## src/rtl/pp_pwm_pkg.sv

```systemverilog
package pp_pwm_pkg;

  // smaller of two values
  function automatic int min_i(input int a, input int b);
    return (a < b) ? a : b;
  endfunction

  // increment that stops at a limit
  function automatic int sat_inc(input int v, input int lim);
    return (v >= lim) ? lim : v + 1;
  endfunction

  // lockout next state: leaves lock at or above on_lvl, enters it below off_lvl
  function automatic logic uv_next(input logic locked, input int lvl,
                                   input int on_lvl, input int off_lvl);
    if (locked) return !(lvl >= on_lvl);
    return lvl < off_lvl;
  endfunction

endpackage

```

## src/rtl/pp_period_gen.sv

```systemverilog
module pp_period_gen #(
  parameter int PERIOD = 64,
  parameter int CNT_W  = 6
) (
  input  logic             clk,
  input  logic             rst_n,
  input  logic             sync_in,
  output logic [CNT_W-1:0] cnt,
  output logic             tick
);
  logic             sync_q;
  logic             sync_rise;
  logic             wrap;
  logic [CNT_W-1:0] cnt_q;

  assign sync_rise = sync_in & ~sync_q;
  assign wrap      = (cnt_q == CNT_W'(PERIOD - 1));
  assign tick      = wrap | sync_rise;
  assign cnt       = cnt_q;

  always_ff @(posedge clk) begin
    if (!rst_n) begin
      sync_q <= 1'b0;
      cnt_q  <= '0;
    end else begin
      sync_q <= sync_in;
      cnt_q  <= tick ? '0 : cnt_q + 1'b1;
    end
  end

  AST_WRAP_TO_ZERO: assert property (@(posedge clk) disable iff (!rst_n)
    wrap |=> (cnt_q == '0));
  AST_SYNC_RESTART: assert property (@(posedge clk) disable iff (!rst_n)
    sync_rise |=> (cnt_q == '0));
  AST_LEVEL_SYNC_IGNORED: assert property (@(posedge clk) disable iff (!rst_n)
    (sync_q && sync_in && !wrap) |=> (cnt_q == $past(cnt_q) + 1'b1));
endmodule

```

## src/rtl/pp_softstart.sv

```systemverilog
module pp_softstart #(
  parameter int PERIOD  = 64,
  parameter int SS_DIV  = 4,
  parameter int SD_HOLD = 32,
  parameter int DUTY_W  = 7
) (
  input  logic              clk,
  input  logic              rst_n,
  input  logic              shutdown,
  input  logic              uvlo,
  output logic [DUTY_W-1:0] ss_val
);
  localparam int DIV_W = $clog2(SS_DIV + 1);
  localparam int SDC_W = $clog2(SD_HOLD + 1);

  logic [DUTY_W-1:0] ss_q;
  logic [DIV_W-1:0]  div_q;
  logic [SDC_W-1:0]  sdc_q;
  logic              sd_long;
  logic              ss_clear;
  logic              ss_step;

  assign sd_long  = shutdown && (sdc_q == SDC_W'(SD_HOLD));
  assign ss_clear = uvlo | sd_long;
  assign ss_step  = (div_q == DIV_W'(SS_DIV - 1));
  assign ss_val   = ss_q;

  always_ff @(posedge clk) begin
    if (!rst_n) begin
      ss_q  <= '0;
      div_q <= '0;
      sdc_q <= '0;
    end else begin
      sdc_q <= shutdown ? SDC_W'(pp_pwm_pkg::sat_inc(int'(sdc_q), SD_HOLD)) : '0;
      if (ss_clear) begin
        ss_q  <= '0;
        div_q <= '0;
      end else if (ss_step) begin
        div_q <= '0;
        ss_q  <= DUTY_W'(pp_pwm_pkg::sat_inc(int'(ss_q), PERIOD));
      end else begin
        div_q <= div_q + 1'b1;
      end
    end
  end

  AST_SS_DISCHARGE: assert property (@(posedge clk) disable iff (!rst_n)
    sd_long |=> (ss_q == '0));
  AST_SS_LOCK_ZERO: assert property (@(posedge clk) disable iff (!rst_n)
    uvlo |=> (ss_q == '0));
  AST_SS_STEP_ONE: assert property (@(posedge clk) disable iff (!rst_n)
    !ss_clear |=> ({1'b0, ss_q} <= {1'b0, $past(ss_q)} + 1'b1));
  AST_SS_CEILING: assert property (@(posedge clk) disable iff (!rst_n)
    int'(ss_q) <= PERIOD);
endmodule

```

## src/rtl/pp_uvlo.sv

```systemverilog
module pp_uvlo #(
  parameter int SUP_W  = 8,
  parameter int UV_ON  = 200,
  parameter int UV_OFF = 180
) (
  input  logic             clk,
  input  logic             rst_n,
  input  logic [SUP_W-1:0] supply_lvl,
  output logic             uvlo
);
  logic uvlo_q;

  assign uvlo = uvlo_q;

  always_ff @(posedge clk) begin
    if (!rst_n) uvlo_q <= 1'b1;
    else        uvlo_q <= pp_pwm_pkg::uv_next(uvlo_q, int'(supply_lvl), UV_ON, UV_OFF);
  end

  AST_UV_HOLD_RUN: assert property (@(posedge clk) disable iff (!rst_n)
    (!uvlo_q && int'(supply_lvl) >= UV_OFF) |=> !uvlo_q);
  AST_UV_HOLD_LOCK: assert property (@(posedge clk) disable iff (!rst_n)
    (uvlo_q && int'(supply_lvl) < UV_ON) |=> uvlo_q);
endmodule

```

## src/rtl/pp_pwm_ctrl.sv

```systemverilog
module pp_pwm_ctrl #(
  parameter int PERIOD      = 64,
  parameter int DEAD_CYCLES = 4,
  parameter int SS_DIV      = 4,
  parameter int SD_HOLD     = 32,
  parameter int SUP_W       = 8,
  parameter int UV_ON       = 200,
  parameter int UV_OFF      = 180,
  parameter bit OFF_HIGH    = 1'b0
) (
  input  logic                         clk,
  input  logic                         rst_n,
  input  logic                         sync_in,
  input  logic                         shutdown,
  input  logic [SUP_W-1:0]             supply_lvl,
  input  logic [$clog2(PERIOD+1)-1:0]  duty_cmd,
  output logic                         out_a,
  output logic                         out_b
);
  localparam int CNT_W  = $clog2(PERIOD);
  localparam int DUTY_W = $clog2(PERIOD + 1);
  localparam logic [CNT_W-1:0] DEAD_C = CNT_W'(DEAD_CYCLES);

  logic [CNT_W-1:0]  cnt;
  logic              tick;
  logic [DUTY_W-1:0] ss_val;
  logic              uvlo;
  logic [DUTY_W-1:0] duty_eff;
  logic              in_blank;
  logic              under_duty;
  logic              pulse_end;
  logic              term_set;
  logic              pulse_on;
  logic              act_a;
  logic              act_b;
  logic              term_q;
  logic              phase_q;

  pp_period_gen #(.PERIOD(PERIOD), .CNT_W(CNT_W)) u_period (
    .clk(clk), .rst_n(rst_n), .sync_in(sync_in), .cnt(cnt), .tick(tick));

  pp_softstart #(.PERIOD(PERIOD), .SS_DIV(SS_DIV), .SD_HOLD(SD_HOLD), .DUTY_W(DUTY_W)) u_ss (
    .clk(clk), .rst_n(rst_n), .shutdown(shutdown), .uvlo(uvlo), .ss_val(ss_val));

  pp_uvlo #(.SUP_W(SUP_W), .UV_ON(UV_ON), .UV_OFF(UV_OFF)) u_uvlo (
    .clk(clk), .rst_n(rst_n), .supply_lvl(supply_lvl), .uvlo(uvlo));

  assign duty_eff   = DUTY_W'(pp_pwm_pkg::min_i(int'(duty_cmd), int'(ss_val)));
  assign in_blank   = (cnt < DEAD_C);
  assign under_duty = (DUTY_W'(cnt) < duty_eff);
  assign pulse_end  = !in_blank && !under_duty;
  assign term_set   = shutdown | uvlo | pulse_end;
  assign pulse_on   = !in_blank && under_duty && !term_q && !shutdown && !uvlo;
  assign act_a      = pulse_on & ~phase_q;
  assign act_b      = pulse_on &  phase_q;

  always_ff @(posedge clk) begin
    if (!rst_n) begin
      term_q  <= 1'b0;
      phase_q <= 1'b0;
    end else begin
      term_q <= tick ? 1'b0 : (term_q | term_set);
      if (tick) phase_q <= ~phase_q;
    end
  end

  generate
    if (OFF_HIGH) begin : g_off_high
      assign out_a = ~act_a;
      assign out_b = ~act_b;
    end else begin : g_off_low
      assign out_a = act_a;
      assign out_b = act_b;
    end
  endgenerate

  AST_ONE_PHASE: assert property (@(posedge clk) disable iff (!rst_n)
    $onehot0({act_a, act_b}));
  AST_PHASE_FLIP: assert property (@(posedge clk) disable iff (!rst_n)
    tick |=> (phase_q != $past(phase_q)));
  AST_BLANK_OFF: assert property (@(posedge clk) disable iff (!rst_n)
    in_blank |-> !(act_a || act_b));
  AST_LATCH_HOLD: assert property (@(posedge clk) disable iff (!rst_n)
    (term_q && !tick) |=> term_q);
  AST_LATCH_CLEAR: assert property (@(posedge clk) disable iff (!rst_n)
    tick |=> !term_q);
  AST_SD_KILL: assert property (@(posedge clk) disable iff (!rst_n)
    shutdown |-> !(act_a || act_b));
  AST_LOCK_OFF: assert property (@(posedge clk) disable iff (!rst_n)
    uvlo |-> !(act_a || act_b));
endmodule

```

## config.mk

```make
export PLATFORM = sky130hd
export DESIGN_NAME = pp_pwm_ctrl
export DESIGN_NICKNAME = d
export VERILOG_FILES = /design/src/rtl/pp_pwm_pkg.sv /design/src/rtl/pp_period_gen.sv /design/src/rtl/pp_softstart.sv /design/src/rtl/pp_uvlo.sv /design/src/rtl/pp_pwm_ctrl.sv
export SDC_FILE = /design/constraint.sdc
export NUM_CORES = 1
export LEC_CHECK = 0
export BUFFER_PORTS_ARGS = -buffer_cell sky130_fd_sc_hd__buf_2
export CELL_PAD_IN_SITES_DETAIL_PLACEMENT = 1
export CELL_PAD_IN_SITES_GLOBAL_PLACEMENT = 2
export CORE_MARGIN = 4
export CORE_UTILIZATION = 38
export DETAILED_ROUTE_END_ITERATION = 6
export PLACE_DENSITY_LB_ADDON = 0.2
export REMOVE_ABC_BUFFERS = 1
export SLEW_MARGIN = 20
export SYNTH_ARGS = -nofsm -noshare
export SYNTH_HDL_FRONTEND = slang
export SYNTH_HIERARCHICAL = 1
export SYNTH_SLANG_ARGS = --single-unit
```

## constraint.sdc

```tcl
create_clock -name clk -period 5.3 [get_ports clk]
set_input_delay 0.265 -clock clk [delete_from_list [all_inputs] [get_ports clk]]
set_output_delay 0.265 -clock clk [all_outputs]
set_load 0.02 [all_outputs]
```

======== Word-level counts from Yosys, hierarchy flattened ========
Index checks and enable logic that the tools add are counted.
W data, S select, Z words.
storage, ports and cells
  word-level logic and storage cells ...... 59
  bits in registers ....................... 26
cells by class
  muxes and demuxes ....................... 7
  reductions and logical operators ........ 17
  order comparisons ....................... 7
  eq/ne operators ......................... 3
  bitwise logic cells ..................... 12
  add/sub/neg operators ................... 4
operators by type and width
  operator               number
  $mux W7                2
  $add A6 B1 Y6 const B  2
  $eq A6 B6 Y1 const B   2
  $ge A8 B8 Y1 const B   1
  $lt A8 B8 Y1 const B   1
  $add A7 B1 Y7 const B  1
  $ge A7 B7 Y1 const B   1
  $lt A6 B7 Y1           1
  $lt A7 B7 Y1           1
  $ge A6 B6 Y1 const B   1
  $logic_and A1 B1 Y1    6
  $logic_not A1 Y1       6
  $lt A6 B3 Y1 const B   1
  $mux W6                1
  $reduce_or A3 Y1       2
  $or A1 B1 Y1           5
  $mux W1                4
  $not A1 Y1             4
  $reduce_or A2 Y1       2
  $add A3 B1 Y3 const B  1
  $and A1 B1 Y1          3
  $eq A3 B2 Y1 const B   1
  $reduce_and A2 Y1      1

======== Longest topological paths before layout ========
Gate-level depths: netlist of run 1.
  depth in word-level cells ............... 8
  depth in mapped cells ................... 13
  depth with buffers taken out ............ 13

======== Hierarchy ========
The synthesis of run 1 kept the hierarchy.
modules (own cells, without submodules)
  module         area each (um^2)  cells an instance  instances  sequential area each (um^2)
  pp_softstart   732.0             76                 1          320.3
  pp_pwm_ctrl    462.9             52                 1          40.0
  pp_period_gen  279.0             31                 1          140.1
  pp_uvlo        57.6              6                  1          20.0

======== Worst setup path after synthesis of run 1 ========
OpenSTA, ideal clock, no wires.
  path type ............................... reg2out
  start point ............................. register u_ss.ss_q[4], in the netlist u_ss/ss_val[4]
  end point ............................... output port out_a
  slack ................................... 1.816 ns
  path buffers ............................ 0
  stages on the path, launching flop included .. 14
  data required time ...................... 5.035 ns
  data arrival time ....................... 3.219 ns
  cells stage by stage .................... dfxtp_1 -> inv_1 -> ha_1 -> a21o_1 -> a211o_1 -> o22ai_4 -> mux2i_1 -> ha_1 -> a21o_1 -> a21oi_1 -> and2_0 -> a311oi_1 -> mux2_4 -> nor3_1
between the ends
  longest elaborated chain between the ends .. 8
ends and longest elaborated chain
  what                                   line                source
  from (decl)                            pp_softstart.sv:16  logic [DUTY_W-1:0] ss_q;
  from (signal assigned)                 pp_softstart.sv:40  ss_q <= DUTY_W'(pp_pwm_pkg::sat_inc(int'(ss_q), PERIOD));
  $lt A7 B7 Y1                           pp_pwm_pkg.sv:5     return (a < b) ? a : b;
  $mux W7 (*)                            pp_pwm_pkg.sv:5
  $lt A6 B7 Y1 (*)                       pp_pwm_ctrl.sv:50   assign under_duty = (DUTY_W'(cnt) < duty_eff);
  $logic_and A1 B1 Y1 (*) (4 in series)  pp_pwm_ctrl.sv:53   assign pulse_on = !in_blank && under_duty && !term_q && !shutdown && !uvlo;
  $and A1 B1 Y1 (*)                      pp_pwm_ctrl.sv:54   assign act_a = pulse_on & ~phase_q;
  to (decl)                              pp_pwm_ctrl.sv:17   output logic out_a,
Every way passes the cells marked *; elsewhere a longest branch is shown, timed or not.

======== Final worst setup path of run 1 ========
Same ends and word-level chain as after synthesis.

==> impl_metrics.yaml, run 1 <==
run_status:
  status: "finished, final reports clean"
sta:
  finalSetupViolCount: 0
  period_share_pct: 73.4
  slew_viol_final: 0
  finalSetupTns_ps: 0
  rsz0062_at_grt: "no"
  worstMarginPinSlew_ps: 538
  min_period_ps: 3890
  max_slew_margin_pct: 64.1
  worst_hold_slack_ps: 219
  fmax_mhz: 257
  skew_ps: 2.09
  hold_violations: 0
synthesis:
  synthXorXnorAreaFrac_pct: 4.58
  netlist_area_um2: 1530
  synthArstFlopShare_pct: 0
  synth-edff-count: 0
  synth_ff_type: "dfxtp_1"
  synth_compound_area_share_pct: 17.1
  yosysWarnings: 6
  yosysUniqueCellTypes: 44
  synthAdderAreaFrac_pct: 14.7
  synth_top_family_by_area: "simple AND/OR/NAND/NOR gates"
  ys_seq_area_share_pct: 34.0
  synth_top_area_cell: "dfxtp_1"
  yosys.area_share.simple_pct: 20.5
  synth.most_common_cell: "dfxtp_1"
  syn_inst: 165
  synth_top_area_share_pct: 34.0
  synth_common_cells: "26 x dfxtp_1, 18 x ha_1, 17 x inv_1"
  synthMuxAreaShare_pct: 4.25
  ys_ff_latch: 26
  synth_area_leaders: "dfxtp_1 34%, ha_1 15%, inv_1 4.2%"
  syn_avg_cell_area_um2: 9.28
hold_path:
  hold_class: "input port to flip-flop"
  hold_path_depth: 2
  hold_start: "sync_in"
pwr:
  switchingPower_uw: 93.1
  power_frac_seq_pct: 48.9
  swShare_pct: 22.4
  pwr-share-clk_pct: 40.0
  internal_power_uw: 323
  ir_worst_vdd_mv: 0.207
  comb_power_share_pct: 11.1
  powerDensity_nw_per_um2: 239
  leakage_uw: 0.000665
drt:
  first_pass_iters: 4
  ant_nets: 0
  post_drt_wl_per_cell_um: 14.9
  routed-via-count: 1263
  drtIter0Drc: 16
  drc: 0
  wl_mm: 3.48
  viasPerCell: 5.40
placed_design:
  hpwl_mm: 2.73
  gp_congestion: 0.718
  io_buffers: 18
clocking:
  cts_buffer_depth: 2
  postCtsSetupRepairBufs: 0
  cts_tree: "done"
  cts.htree.levels: 1
  ctsRootBufferMaster: "clkbuf_8"
  cts_hold_buffers: 0
  clk_pin_slew_ps: 90
  clock_latency_ps: 270
  cts_inserted_buffers: 3
  cts.sinks: 26
  postCtsResizedCells: 0
global_route:
  grt_pass1_wl_mm: 6.03
  grt_usage_pct: 14.7
  grt_pass1_vias: 1368
  grt_max_degree: 16
  antenna_found_initial: 0
  grt-ovfl-total: 0
floorplanning:
  core_um2: 3770
  io_pins: 21
  initial_core_util_pct: 40.6
  rows: 22
  die_y_um: 71.5
  chipWidth_um: 71.5
  dieArea_um2: 5110
setup_path:
  endpoint_kind: "output port"
  crit_family: "compound AO/OA/AOI/OAI gates"
  worst-path-stages: 14
  worst_r2r_path_depth: 13
  worst-path-buf-inv: 2
  rr_endpoint: "term_q"
  crit_end: "out_a"
  critPathRequiredTime_ps: 5040
  r2r_slack_ps: 2070
  reg2reg_from: "u_ss/ss_val[4]"
  cp-start-kind: "flip-flop"
  path_max_fanout: 6
  critPathLaunch: "u_ss/ss_val[4]"
  cp.arrival_ps: 3630
  slowest_delay_ps: 420
  critPathSlowestCell: "dfxtp_1"
  worstSetupPathType: "flip-flop to output port"
  path_cells: "inv_1 -> ha_1 -> a21o_1 -> a211o_1 -> o22ai_4 -> mux2i_1 -> ha_1 -> a21o_1 -> a21oi_1 -> and2_0 -> a311oi_1 -> mux2_4 -> nor3_1 -> buf_2"
flow_run:
  maxCapViolCount: 0
finish:
  finalNetCount: 224
  layout.area.seq_um2: 520
  multiInputGateArea_um2: 936
  antenna_cells: 0
  synthToLayoutAreaGrowth_pct: 13.7
  fill_cells: 438
  utilization_pct: 46.2
  layout-drive-gt1-share_pct: 17.2
[cell usage in the layout (no fill, tap or decap), types with 6 or more instances in the layout]
cell type  instances
dfxtp_1           26
ha_1              18
buf_2             18
inv_1             17
nor2_1            12
nand3_1            9
a21oi_1            9
nand2_1            8
o21ai_0            6
[how the worst min path moves through the flow]
stage / slack [ps] / endpoint
after global placement: 410 / u_ss/div_q[0]
after CTS: 230 / u_period/sync_q
after floorplan: 390 / phase_q
after global routing: 230 / u_period/sync_q
final: 220 / u_period/sync_q
after detailed placement: 450 / u_ss/div_q[0]
[cells by family after synthesis]
family | after synthesis
AND/OR/NAND/NOR | 56
multiplexers | 6
AO/OA/AOI/OAI | 33
buffers and inverters | 18
flip-flops | 26
adder cells (fa/ha/maj) | 18
XOR/XNOR | 8
[layer usage]
metal,track usage (%),share of wire (%),routed length [µm],vias up
met3,3.93,2.4,85,6
met2,27.2,54,1880,9
met5,0,0,0,-
li1,-,-,-,638
met1,16.2,42,1450,610
met4,4.38,1.8,61,0
[registers in the layout, summed over array words and instances (netlist names)]
name             cells
u_ss/ss_val          7
u_period/cnt         6
u_ss/sdc_q           6
u_ss/div_q           3
phase_q              1
term_q               1
u_period/sync_q      1
u_uvlo/uvlo          1
[layout make-up]
cell class / instances / area share (%)
clock buffers: 3 / 2.37
inverters: 17 / 3.66
well taps: 48 / 3.45
multi-input cells: 121 / 53.7
repair buffers: 18 / 5.17
clock inverters: 1 / 1.72
flip-flops and latches: 26 / 29.9
[power by group through the flow]
stage	clock network [µW]	logic, µW	registers, µW
after detailed placement	0	46.3	208
after global routing	180	52.4	204
after CTS	171	46.7	204
final	167	46.0	204
after global placement	0	43.2	208
after floorplan	0	30.7	207
[through the flow]
step                instance area (µm²)  std cells  power (µW)  setup WS [ps]
global placement                   1670        230         251           1760
global route                       1740        234         436           1090
CTS                                1740        234         422           1370
floorplan                          1520        164         238           1820
finish                             1740        234         416           1410
detailed placement                 1670        230         255           1700
[worst register-to-register path, delay by kind of cell (launching register included)]
kind,cells,cell delay [ps]
compound gates,7,1320
fa+ha+maj,2,550
buf+inv,1,70
flops,1,420
mux,2,560
simple gates,1,200
Power figures use the tool's default switching activity.
==> run 2: changes to the inputs <==
--- a/config.mk
+++ b/config.mk
@@ -5,11 +5,12 @@
 export SDC_FILE = /design/constraint.sdc
 export NUM_CORES = 1
 export LEC_CHECK = 0
+export ABC_AREA = 1
 export BUFFER_PORTS_ARGS = -buffer_cell sky130_fd_sc_hd__buf_2
 export CELL_PAD_IN_SITES_DETAIL_PLACEMENT = 1
 export CELL_PAD_IN_SITES_GLOBAL_PLACEMENT = 2
 export CORE_MARGIN = 4
-export CORE_UTILIZATION = 38
+export CORE_UTILIZATION = 29
 export DETAILED_ROUTE_END_ITERATION = 6
 export PLACE_DENSITY_LB_ADDON = 0.2
 export REMOVE_ABC_BUFFERS = 1
==> constraint.sdc (replaced) <==
create_clock -name clk -period 3.25 [get_ports clk]
set_input_delay 0.1625 -clock clk [delete_from_list [all_inputs] [get_ports clk]]
set_output_delay 0.1625 -clock clk [all_outputs]
set_load 0.02 [all_outputs]
==> run 2 against run 1 <==
Combinational power increased by 52%. Critical path depth grew 1. Non-clock buffer count unchanged. Flip-flop and latch count is the same. First-iteration DRC count is 140% higher. Sequential power is 61% higher. Worst setup slack worse by 1100 ps. Clock skew up 6.8 ps.
==> impl_metrics.yaml, run 2 <==
setup_path:
  cp.arrival_ps: 2730
  reg2reg_from: "u_ss/ss_val[2]"
  r2r_slack_ps: 910
  critPathRequiredTime_ps: 3090
  endpoint_kind: "output port"
  critPathLaunch: "u_ss/ss_val[2]"
  worst_r2r_path_depth: 14
  cp-start-kind: "flip-flop"
  crit_end: "out_a"
  worstSetupPathType: "flip-flop to output port"
  path_max_fanout: 12
  rr_endpoint: "term_q"
synthesis:
  synth_top_area_share_pct: 32.5
  synth_common_cells: "56 x nand2_1, 40 x inv_1, 31 x nor2_1"
  synth_top_area_cell: "dfxtp_1"
  syn_inst: 229
  synth-edff-count: 0
  yosysUniqueCellTypes: 26
  netlist_area_um2: 1600
  ys_ff_latch: 26
  synth.most_common_cell: "nand2_1"
  yosysWarnings: 6
  ys_seq_area_share_pct: 32.5
  synth_ff_type: "dfxtp_1"
  syn_avg_cell_area_um2: 6.99
  synth_area_leaders: "dfxtp_1 33%, ha_1 14%, nand2_1 13%"
  synthArstFlopShare_pct: 0
sta:
  period_share_pct: 89.1
  min_period_ps: 2890
  hold_violations: 0
  worst_hold_slack_ps: 93.9
  skew_ps: 8.84
  finalSetupViolCount: 0
  slew_viol_final: 0
  rsz0062_at_grt: "no"
  worstMarginPinSlew_ps: 393
  finalSetupTns_ps: 0
  max_slew_margin_pct: 73.8
  fmax_mhz: 345
flow_run:
  maxCapViolCount: 0
drt:
  ant_nets: 0
  routed-via-count: 1371
  first_pass_iters: 4
  drc: 0
  post_drt_wl_per_cell_um: 10.2
  drtIter0Drc: 38
  wl_mm: 3.27
  viasPerCell: 4.30
floorplanning:
  core_um2: 5240
  die_y_um: 82.3
  dieArea_um2: 6770
  initial_core_util_pct: 30.6
  chipWidth_um: 82.3
  io_pins: 21
  rows: 26
placed_design:
  hpwl_mm: 2.74
  io_buffers: 18
  gp_congestion: 0.667
  post-place-cells: 315
pwr:
  powerDensity_nw_per_um2: 365
  internal_power_uw: 519
  power.total_uw: 670
  comb_power_share_pct: 10.4
  swShare_pct: 22.6
  leakage_uw: 0.000850
  power_frac_seq_pct: 49.1
  ir_worst_vdd_mv: 0.218
  switchingPower_uw: 151
  pwr-share-clk_pct: 40.5
global_route:
  grt_use_met3_pct: 2.06
  gr-usage-met2_pct: 17.7
  grt_pass1_wl_mm: 5.71
  grt_pass1_vias: 1331
  grt_max_degree: 16
  grt_usage_pct: 10.9
  met1_usage_pct: 14.3
  top_usage_layer: "met2"
  antenna_found_initial: 0
  grt-ovfl-total: 0
finish:
  antenna_cells: 0
  layout_common_cells: "56 x nand2_1, 40 x inv_1, 31 x nor2_1"
  synthToLayoutAreaGrowth_pct: 14.6
  utilization_pct: 35.0
  final_common_cell: "nand2_1"
  largest_reg_flops: 7
  final_cells: 319
  layout-drive-gt1-share_pct: 13.7
  finalNetCount: 287
clocking:
  cts_buffer_depth: 2
  ctsRootBufferMaster: "clkbuf_8"
  cts.htree.levels: 1
  postCtsSetupRepairBufs: 0
  cts_hold_buffers: 0
  cts_tree: "done"
  clk_pin_slew_ps: 100
  postCtsResizedCells: 0
  cts.sinks: 26
  clock_latency_ps: 280
  cts_inserted_buffers: 3
run_status:
  status: "finished, final reports clean"
hold_path:
  hold_start: "sync_in"
  hold_class: "input port to flip-flop"
[run 2: routing by layer]
metal	routed length, µm	share of wire (%)
met5	0	0
met4	46	1.4
met3	119	3.6
met2	1440	44
met1	1670	51
[run 2: kinds of logic (layout without fill, tap and decap cells)]
family                     Yosys count  after routing  synth area share, %
DFF                                 26             26                 32.5
AOI/OAI and AO/OA                   19             19                 7.04
and+or+nand+nor                    116            116                 32.0
adders and majority gates           18             18                 14.1
buffers and inverters               43             63                 10.6
xor gates and xnor gates             7              7                 3.83
[run 2: how the worst min path moves through the flow]
stage | end | slack [ps] | depth (start not counted)
final | u_period/sync_q | 90 | 3
after global routing | u_period/sync_q | 100 | 3
after floorplan | u_period/sync_q | 260 | 2
after global placement | u_period/sync_q | 360 | 3
after detailed placement | u_period/sync_q | 370 | 3
after CTS | u_period/sync_q | 80 | 3
[run 2: worst max-delay path, stage by stage (launching register included)]
cell     delay, ps
dfxtp_1        410
inv_1           80
ha_1           290
a21oi_1        160
nand2_1         70
nand2_1        100
nand2_2        140
nand2_1         80
o21ai_0         70
ha_1           310
a21oi_1        160
nand2_1         60
nand3_1        110
nand4_1        140
nor2_1         110
buf_2          170
[run 2: per-stage QoR]
stage                     cell area [µm²]  setup slack [ps]
after floorplan                      1590               853
after global placement               1760               601
after detailed placement             1760               587
after CTS                            1830               258
after global routing                 1830              3.15
final                                1830               355
[run 2: final cells by class]
class	instances	area, µm²
fillers	686	3400
clock buffers	3	41.3
flip-flops and latches	26	520
inverters	41	154
clock inverters	1	30.0
multi-input cells	160	911
well taps	70	87.6
repair buffers	18	90.1
[run 2: power groups by stage]
stage	clock network (µW)	logic [µW]	registers (µW)
after floorplan	0	47.2	336
after global placement	0	70.8	337
after detailed placement	0	71.6	337
after CTS	286	72.3	329
after global routing	298	83.3	331
final	271	69.8	329
